`src/rtl/i2cmux_pkg.sv`:
```
package i2cmux_pkg;
    localparam int unsigned NPINS = 2;
    localparam logic [7:0] OFS_MODE = 8'h48;
    localparam logic [7:0] OFS_DIR  = 8'h4C;
    localparam logic [7:0] OFS_DIN  = 8'h50;
    localparam logic [7:0] OFS_DOUT = 8'h54;
    localparam logic [7:0] OFS_SET  = 8'h58;
    localparam logic [7:0] OFS_CLR  = 8'h5C;

    typedef enum logic {
        MODE_I2C  = 1'b0,
        MODE_GPIO = 1'b1
    } mux_mode_e;
endpackage

```
`src/rtl/i2cmux_sync.sv`:
```
module i2cmux_sync #(
    parameter int unsigned WIDTH = 2
) (
    input  logic             clk,
    input  logic             rst_n,
    input  logic [WIDTH-1:0] async_in,
    output logic [WIDTH-1:0] sync_out
);
    for (genvar i = 0; i < WIDTH; i++) begin : g_bit
        logic meta_q;
        logic stable_q;
        always_ff @(posedge clk or negedge rst_n) begin
            if (!rst_n) begin
                meta_q   <= 1'b1;
                stable_q <= 1'b1;
            end else begin
                meta_q   <= async_in[i];
                stable_q <= meta_q;
            end
        end
        assign sync_out[i] = stable_q;
    end
endmodule

```
`src/rtl/i2cmux_regs.sv`:
```
module i2cmux_regs
    import i2cmux_pkg::*;
#(
    parameter int unsigned AW = 8,
    parameter int unsigned DW = 16,
    parameter int unsigned NP = NPINS
) (
    input  logic          clk,
    input  logic          rst_n,
    input  logic          wr_en,
    input  logic [AW-1:0] addr,
    input  logic [DW-1:0] wdata,
    output logic [DW-1:0] rdata,
    input  logic [NP-1:0] din_sync,
    output logic          gpio_mode,
    output logic [NP-1:0] dir_q,
    output logic [NP-1:0] dout_q
);
    localparam int unsigned PADW = DW - NP;

    mux_mode_e     state_q, state_d;
    logic          wr_mode, wr_dir, wr_dout, wr_set, wr_clr;
    logic [NP-1:0] wbits;
    logic [NP-1:0] dout_d;
    logic          unused_wdata;

    assign wbits        = wdata[NP-1:0];
    assign unused_wdata = ^wdata[DW-1:NP];
    assign wr_mode = wr_en && (addr == AW'(OFS_MODE));
    assign wr_dir  = wr_en && (addr == AW'(OFS_DIR));
    assign wr_dout = wr_en && (addr == AW'(OFS_DOUT));
    assign wr_set  = wr_en && (addr == AW'(OFS_SET));
    assign wr_clr  = wr_en && (addr == AW'(OFS_CLR));

    // State register
    always_ff @(posedge clk or negedge rst_n) begin
        if (!rst_n) state_q <= MODE_I2C;
        else        state_q <= state_d;
    end

    // Transitions TO_GPIO / TO_I2C
    always_comb begin
        state_d = state_q;
        unique case (state_q)
            MODE_I2C:  if (wr_mode && wdata[0])  state_d = MODE_GPIO;
            MODE_GPIO: if (wr_mode && !wdata[0]) state_d = MODE_I2C;
            default:   state_d = MODE_I2C;
        endcase
    end

    // State outputs
    always_comb begin
        unique case (state_q)
            MODE_GPIO: gpio_mode = 1'b1;
            default:   gpio_mode = 1'b0;
        endcase
    end

    always_comb begin
        dout_d = dout_q;
        if (wr_dout)     dout_d = wbits;
        else if (wr_set) dout_d = dout_q | wbits;
        else if (wr_clr) dout_d = dout_q & ~wbits;
    end

    always_ff @(posedge clk or negedge rst_n) begin
        if (!rst_n) begin
            dir_q  <= '0;
            dout_q <= '1;
        end else begin
            if (wr_dir) dir_q <= wbits;
            dout_q <= dout_d;
        end
    end

    always_comb begin
        rdata = '0;
        if (addr == AW'(OFS_MODE))      rdata = {{(DW-1){1'b0}}, gpio_mode};
        else if (addr == AW'(OFS_DIR))  rdata = {{PADW{1'b0}}, dir_q};
        else if (addr == AW'(OFS_DIN))  rdata = {{PADW{1'b0}}, din_sync};
        else if (addr == AW'(OFS_DOUT)) rdata = {{PADW{1'b0}}, dout_q};
    end
endmodule

```
`src/rtl/i2cmux_pinsel.sv`:
```
module i2cmux_pinsel #(
    parameter int unsigned NP = 2
) (
    input  logic          gpio_mode,
    input  logic [NP-1:0] dir,
    input  logic [NP-1:0] dout,
    input  logic [NP-1:0] ctl_oe,
    output logic [NP-1:0] pad_oe
);
    for (genvar i = 0; i < NP; i++) begin : g_pin
        assign pad_oe[i] = gpio_mode ? (dir[i] & ~dout[i]) : ctl_oe[i];
    end
endmodule

```
`src/rtl/i2c_pin_mux.sv`:
```
module i2c_pin_mux
    import i2cmux_pkg::*;
#(
    parameter int unsigned AW = 8,
    parameter int unsigned DW = 16
) (
    input  logic          clk,
    input  logic          rst_n,
    input  logic          reg_wr,
    input  logic [AW-1:0] reg_addr,
    input  logic [DW-1:0] reg_wdata,
    output logic [DW-1:0] reg_rdata,
    input  logic          ctl_scl_oe,
    input  logic          ctl_sda_oe,
    output logic          ctl_scl_in,
    output logic          ctl_sda_in,
    input  logic          pad_scl_in,
    input  logic          pad_sda_in,
    output logic          pad_scl_oe,
    output logic          pad_sda_oe
);
    logic [NPINS-1:0] pad_lvl, din_sync, dir_q, dout_q, ctl_oe, pad_oe;
    logic             gpio_mode;

    assign pad_lvl = {pad_sda_in, pad_scl_in};
    assign ctl_oe  = {ctl_sda_oe, ctl_scl_oe};
    assign ctl_scl_in = pad_scl_in;
    assign ctl_sda_in = pad_sda_in;
    assign pad_scl_oe = pad_oe[0];
    assign pad_sda_oe = pad_oe[1];

    i2cmux_sync #(.WIDTH(NPINS)) u_sync (
        .clk(clk), .rst_n(rst_n), .async_in(pad_lvl), .sync_out(din_sync)
    );

    i2cmux_regs #(.AW(AW), .DW(DW), .NP(NPINS)) u_regs (
        .clk(clk), .rst_n(rst_n), .wr_en(reg_wr), .addr(reg_addr),
        .wdata(reg_wdata), .rdata(reg_rdata), .din_sync(din_sync),
        .gpio_mode(gpio_mode), .dir_q(dir_q), .dout_q(dout_q)
    );

    i2cmux_pinsel #(.NP(NPINS)) u_pins (
        .gpio_mode(gpio_mode), .dir(dir_q), .dout(dout_q),
        .ctl_oe(ctl_oe), .pad_oe(pad_oe)
    );
endmodule

```
`config.mk`:
```
export PLATFORM = sky130hd
export DESIGN_NAME = i2c_pin_mux
export DESIGN_NICKNAME = d
export VERILOG_FILES = /design/src/rtl/i2cmux_pkg.sv /design/src/rtl/i2cmux_sync.sv /design/src/rtl/i2cmux_regs.sv /design/src/rtl/i2cmux_pinsel.sv /design/src/rtl/i2c_pin_mux.sv
export SDC_FILE = /design/constraint.sdc
export NUM_CORES = 1
export LEC_CHECK = 0
export ABC_AREA = 1
export BUFFER_PORTS_ARGS = -buffer_cell sky130_fd_sc_hd__buf_2
export CAP_MARGIN = 20
export CORE_MARGIN = 4
export CORE_UTILIZATION = 39
export CTS_BUF_LIST = sky130_fd_sc_hd__clkbuf_8 sky130_fd_sc_hd__clkbuf_16
export DETAILED_ROUTE_END_ITERATION = 7
export GPL_TIMING_DRIVEN = 1
export PLACE_DENSITY = 0.82
export SYNTH_ARGS = -nofsm -noshare
export SYNTH_HDL_FRONTEND = slang
export SYNTH_HIERARCHICAL = 1
export SYNTH_SLANG_ARGS = --single-unit
export TNS_END_PERCENT = 20
```
`constraint.sdc`:
```
create_clock -name clk -period 1.1 [get_ports clk]
set_clock_uncertainty 0.05 [all_clocks]
set_input_delay 0.055 -clock clk [delete_from_list [all_inputs] [get_ports clk]]
set_output_delay 0.055 -clock clk [all_outputs]
set_load 0.02 [all_outputs]
```
==> results.md, run 1 <==
- Largest net degree at the start of global routing: 10
- Setup Viol. Count Final: 4
- Synthesized cell area: between 600 and 700 sq um
- Clock buffer depth: 2
- Critical path endpoint: pad_scl_oe
- Period utilization: 106%
- Routed len/inst: about 12 um
- Critical path startpoint category: flop
- Worst skew pair latency: 230 ps
- Depth of the worst register-to-register path: 2
- Logic gate share of total power: 19.7%
- Dpl ws: around 30 ps
- Static Leak: roughly 0.44 nW
- Area Growth Syn to Fin: 25.1%
- Post-CTS Setup Bufs: 0
- Vias post-DR: approximately 640
- Storage element area: 233 sq um
- # nets final: between 100 and 150
- Hold Path Class: primary input to flop
- Number of unique standard cell types used by synthesis: 17
- H-tree depth: 1
- First-pass iteration count of the detailed router: 4
- I/O pins: between 50 and 60
- Top fanout value on the critical path: 3
- Seq/Total Area, Yosys: around a third
- Row cnt: 14
- Yosys warns: 6
- Final Power: about 920 uW
- Total Routing Usage GR: between 10% and 20%
- Die X-Extent: 49.8 um
- VDD IR max: roughly 0.83 mV
- Final min period: 1170 ps
- GP Congestion: between 0.8 and 0.9
- First-pass GRT wire length: 2.56 mm
- Initial core utilization: between 40% and 50%
- Worst endpoint required time: 1000 ps
- Status: finished, violations left
- Root buffer cell: clkbuf_8
- Clock transition at path regs: about 40 ps
- Post-synthesis average cell area: about 7.3 sq um
- Sw Ratio: between 20 and 30%
- Initial DRC Count: 17
- # DRC: 0
- Antenna diodes: 0
- Sequential fraction of design power: between 40 and 50%
- Vias in the first global route: ~570
- CTS tree: yes
- Core area: around 1600 sq um
- Net Switching: 258 uW
- Clock Sinks: 9
- Unrepaired setup endpoints after global routing: yes
- Routed wire length: ~1.5 mm
- Final hold violation count: 0
- Cells after synthesis: 93
- GRT overflow: 0
- Reg2Reg Setup Slack: ~310 ps
- Die Y: roughly 50 um
- Area of the multi-input gates: ~350 sq um
- Antenna viol nets, final: 0
- Int Power: 663 uW
- Max_cap viols: 0
- CTS Buf Count: 3
- Max Clk Rate: 854 MHz
- Yosys reg bits: 9
- Buffers on Ports: 22
- Layout cell share with drive strength beyond 1: between 40 and 50%
- Detailed Place HPWL: between 1 and 1.5 mm
- Worst Path Arrival: approximately 1100 ps
- Worst setup margin: -70.4 ps
- Pins over their slew limit: 0
- Initial antenna violation count: 0
- Fillers: about 150
- Vias per inst: ~4.8
- Crit path kind: flop to output port
- Critical path endpoint category: output port
- Clock Power Share: around two fifths
- Die ar.: between 2000 and 2500 sq um
- Power per cell area: roughly 1100 nW/um^2
- Violated checks: negative setup slack
## critical path, stage by stage, from the launching register on
cell and delay [ps]:
dfstp_2 570, inv_2 40, nand3_2 50, nand2_2 50, buf_6 120
## layout make-up
cell class / count / area share (%)
multi-input combinational: 69 / 41.3
sequential: 9 / 27.3
timing repair buffer: 25 / 19.4
clock buffer: 3 / 4.84
inverter: 10 / 4.40
tap: 16 / 2.35
clock inverter: 1 / 0.440
## stage by stage
stage / setup TNS, ps / area (sq um) / utilization, % / std cells / hold WS, ps
floorplan: 0 / 731 / - / 106 / -291
global placement: 0 / 726 / 46.0 / 126 / -149
detailed placement: 0 / 726 / 46.0 / 126 / -144
CTS: -267 / 821 / 52.1 / 133 / 22.1
global route: -468 / 853 / 54.1 / 133 / 29.5
finish: -236 / 853 / 54.1 / 133 / 32.4
## cell usage in the layout, fill, tap and decap left out
master,count
nor2_4,2
and2_1,1
nand2_2,7
nand3b_1,1
o21ai_1,2
buf_6,4
nor2_1,5
nand4_1,1
dfrtp_1,3
dfstp_2,6
inv_1,6
nor3_4,1
inv_2,5
nand2_1,22
nand3_2,4
dlygate4sd3_1,3
buf_2,18
conb_1,14
nand3_1,8
nor2_2,1
clkbuf_8,3
## cells in the mapped netlist
cell,n,area share (%)
dfstp_2,6,23
and2_1,1,0.92
nor2_2,1,0.92
nor2_4,2,3.3
o21ai_1,2,1.5
inv_2,3,1.7
nor3_4,1,2.4
buf_4,18,20
inv_1,7,3.9
nand2_2,4,3.7
nand2_1,25,14
conb_1,1,0.55
nand3_1,12,8.8
dfrtp_1,3,11
nand3b_1,1,1.1
nand4_1,1,0.92
nor2_1,5,2.8
## what timing repair did
| action | 4_1_cts | 5_1_grt |
|---|---|---|
| hold endpoints to repair | 11 | 0 |
| hold buffers | 3 | 0 |
| setup endpoints to repair | 4 | 4 |
| pin swaps | 3 | 3 |
| resized for setup | 6 | 11 |
## routing by layer
layer | GRT usage [%] | wire [um]
met1 | 16.6 | 575
met2 | 21.6 | 732
met3 | 3.92 | 195
met4 | 6.45 | 27
met5 | 0 | 0
## worst min path at each step
stage,startpoint,endpoint,slack (ps),cells after the start
after CTS,reg_wdata[0],flop,20,3
final,reg_wdata[1],flop,30,3
after global placement,rst_n,asynchronous set/reset pin,-150,1
after global routing,reg_wdata[0],flop,30,3
after floorplan,rst_n,asynchronous set/reset pin,-290,0
after detailed placement,rst_n,asynchronous set/reset pin,-140,1
## power groups by stage
stage	Sequential, mW	Combinational, mW	Clock (mW)
after floorplan	0.376	0.150	0
after global placement	0.381	0.155	0
after detailed placement	0.382	0.161	0
after CTS	0.378	0.172	0.374
after global routing	0.385	0.199	0.402
final	0.382	0.181	0.357
## cells by family after synthesis
group | Yosys count | synth area share (%)
AOI/OAI and AO/OA | 2 | 1.47
buffers and inverters | 28 | 25.3
DFF | 9 | 34.1
other | 1 | 0.550
and+or+nand+nor | 53 | 38.5
Note: power is estimated with default switching activity, not from simulation.
==> inputs of run 2 (changes only) <==
==> constraint.sdc (replaced) <==
create_clock -name clk -period 1.1 [get_ports clk]
set_clock_uncertainty 0.05 [all_clocks]
set_input_delay 0.11 -clock clk [delete_from_list [all_inputs] [get_ports clk]]
set_output_delay 0.11 -clock clk [all_outputs]
set_load 0.02 [all_outputs]
==> results.md, run 2 (synthesized netlist as in run 1, its figures left out) <==
- Clock transition at path regs: about 40 ps
- Hold Path Class: primary input to flop
- H-tree depth: 1
- Top fanout value on the critical path: 1
- GP Congestion: 0.816
- Detailed Place HPWL: approximately 1.1 mm
- Final min period: ~1200 ps
- VDD IR max: roughly 0.9 mV
- Die Y: 49.8 um
- # DRC: 0
- Most frequent cells in the layout: nand2_1, buf_2, conb_1, nand3_1
- Antenna diodes: 0
- Status: finished, violations left
- Die ar.: about 2500 sq um
- Max_cap viols: 0
- Core area: approximately 1600 sq um
- Routed len/inst: 10.2 um
- Critical path startpoint category: flop
- Antenna viol nets, final: 0
- Clock buffer depth: 2
- Layout cell share with drive strength beyond 1: 43.8%
- Worst skew pair latency: 230 ps
- Post-DP Area: 748 sq um
- Storage element area: 233 sq um
- Initial DRC Count: 11
- First-pass GRT wire length: between 2 and 2.5 mm
- Clock Sinks: 9
- Area of the multi-input gates: roughly 350 sq um
- Commonest non-fill, non-tap cell in the layout: nand2_1
- Fin util: between 50% and 60%
- Crit path kind: flop to output port
- DR WL met3: 177 um
- Row cnt: 14
- Final instance count without filler cells: approximately 140
- Worst Path Arrival: roughly 1100 ps
- # nets final: between 150 and 200
- Total Routing Usage GR: 11.8%
- Static Leak: around 0.47 nW
- Fillers: around 150
- Power per cell area: approximately 1100 nW/um^2
- CTS tree: yes
- Setup tns final: -415 ps
- Vias post-DR: between 600 and 700
- Hold_ws: about 77 ps
- Routed metal-1 wire length: ~580 um
- GRT overflow: 0
- Initial antenna violation count: 0
- Cells along the critical path: nand3_1 > nand4_1 > buf_6
- Period utilization: 111%
- Root buffer cell: clkbuf_8
- Largest net degree at the start of global routing: 10
- Die X-Extent: between 40 and 50 um
- Pins over their slew limit: 0
- CTS Buf Count: 3
- Vias in the first global route: approximately 530
- Initial core utilization: approximately 43%
- Setup Viol. Count Final: 4
- Buffers on Ports: 22
- Placed cell count: between 100 and 150
- Slowest cell on crit path: dfstp_2
- I/O pins: between 50 and 60
- Worst setup margin: -119 ps
- Final hold violation count: 0
- Routed wire length: about 1.4 mm
- Unrepaired setup endpoints after global routing: yes
- Area Growth Syn to Fin: 30.3%
- First-pass iteration count of the detailed router: 4
- Final Power: around 930 uW
- Worst endpoint required time: between 900 and 1000 ps
- Uppermost layer routed: met4
- Final instance area: 888 sq um
- Critical path endpoint category: output port
- Vias per inst: between 4 and 5
- Violated checks: negative setup slack
- Routed met2 length: around 640 um
- Max Clk Rate: ~820 MHz
- Dpl ws: -9.81 ps
- Peak per-stage delay on the critical path: around 510 ps
==> run 2: cell count changes in the layout (fill, tap and decap cells not counted) <==
cell,previous run,this run
buf_4,0,4
buf_6,4,6
buf_2,18,16
nand2_2,7,6
nand3_2,4,3
nand3_1,8,9
nand2_1,22,23
==> run 2: path summary, 6_finish.rpt <==
| kind | from | to | slack, ps | depth (start not counted) |
|---|---|---|---|---|
| worst max-delay path | u_sync/g_bit[0].stable_q | reg_rdata[0] | -120 | 3 |
| worst min-delay path | reg_wdata[0] | flop | 80 | 3 |
| worst max register to register | flop | flop | 240 | 3 |
| worst min register to register | u_sync/g_bit[0].meta_q | u_sync/g_bit[0].stable_q | 300 | 0 |
| max in group asynchronous | rst_n | u_sync/g_bit[0].meta_q | 560 | 2 |
| min in group asynchronous | rst_n | asynchronous set/reset pin | 200 | 2 |
==> run 2: layer usage <==
metal | track usage, % | vias to the layer above
li1 | - | 311
met2 | 18.5 | 51
met4 | 3.69 | 0
met3 | 5.12 | 2
met1 | 14.4 | 274
met5 | 0 | -
==> run 2: where the power goes <==
group | internal (mW) | switching, mW
Sequential | 0.363 | 0.0167
Clock | 0.242 | 0.119
Combinational | 0.0680 | 0.124
==> run 2: critical path: cells and delay by family (launching register included) <==
family	cells	cell delay (ps)
flops	1	510
simple gates	2	190
buf+inv	1	130
==> run 2: layout make-up <==
type / instances / share of cell area (%)
Clock inverter: 1 / 0.423
Multi-Input combinational cell: 69 / 38.9
Inverter: 10 / 4.23
Tap cell: 16 / 2.25
Timing Repair Buffer: 29 / 23.4
Sequential cell: 9 / 26.2
Clock buffer: 3 / 4.65
==> run 2: repair_timing <==
action                                  in CTS  in global routing
hold buffers                                 3                  0
pin swaps                                    1                  2
hold endpoints to repair                    11                  0
resized for setup                            6                 13
endpoints found under the setup margin       4                  6
setup buffers                                0                  1
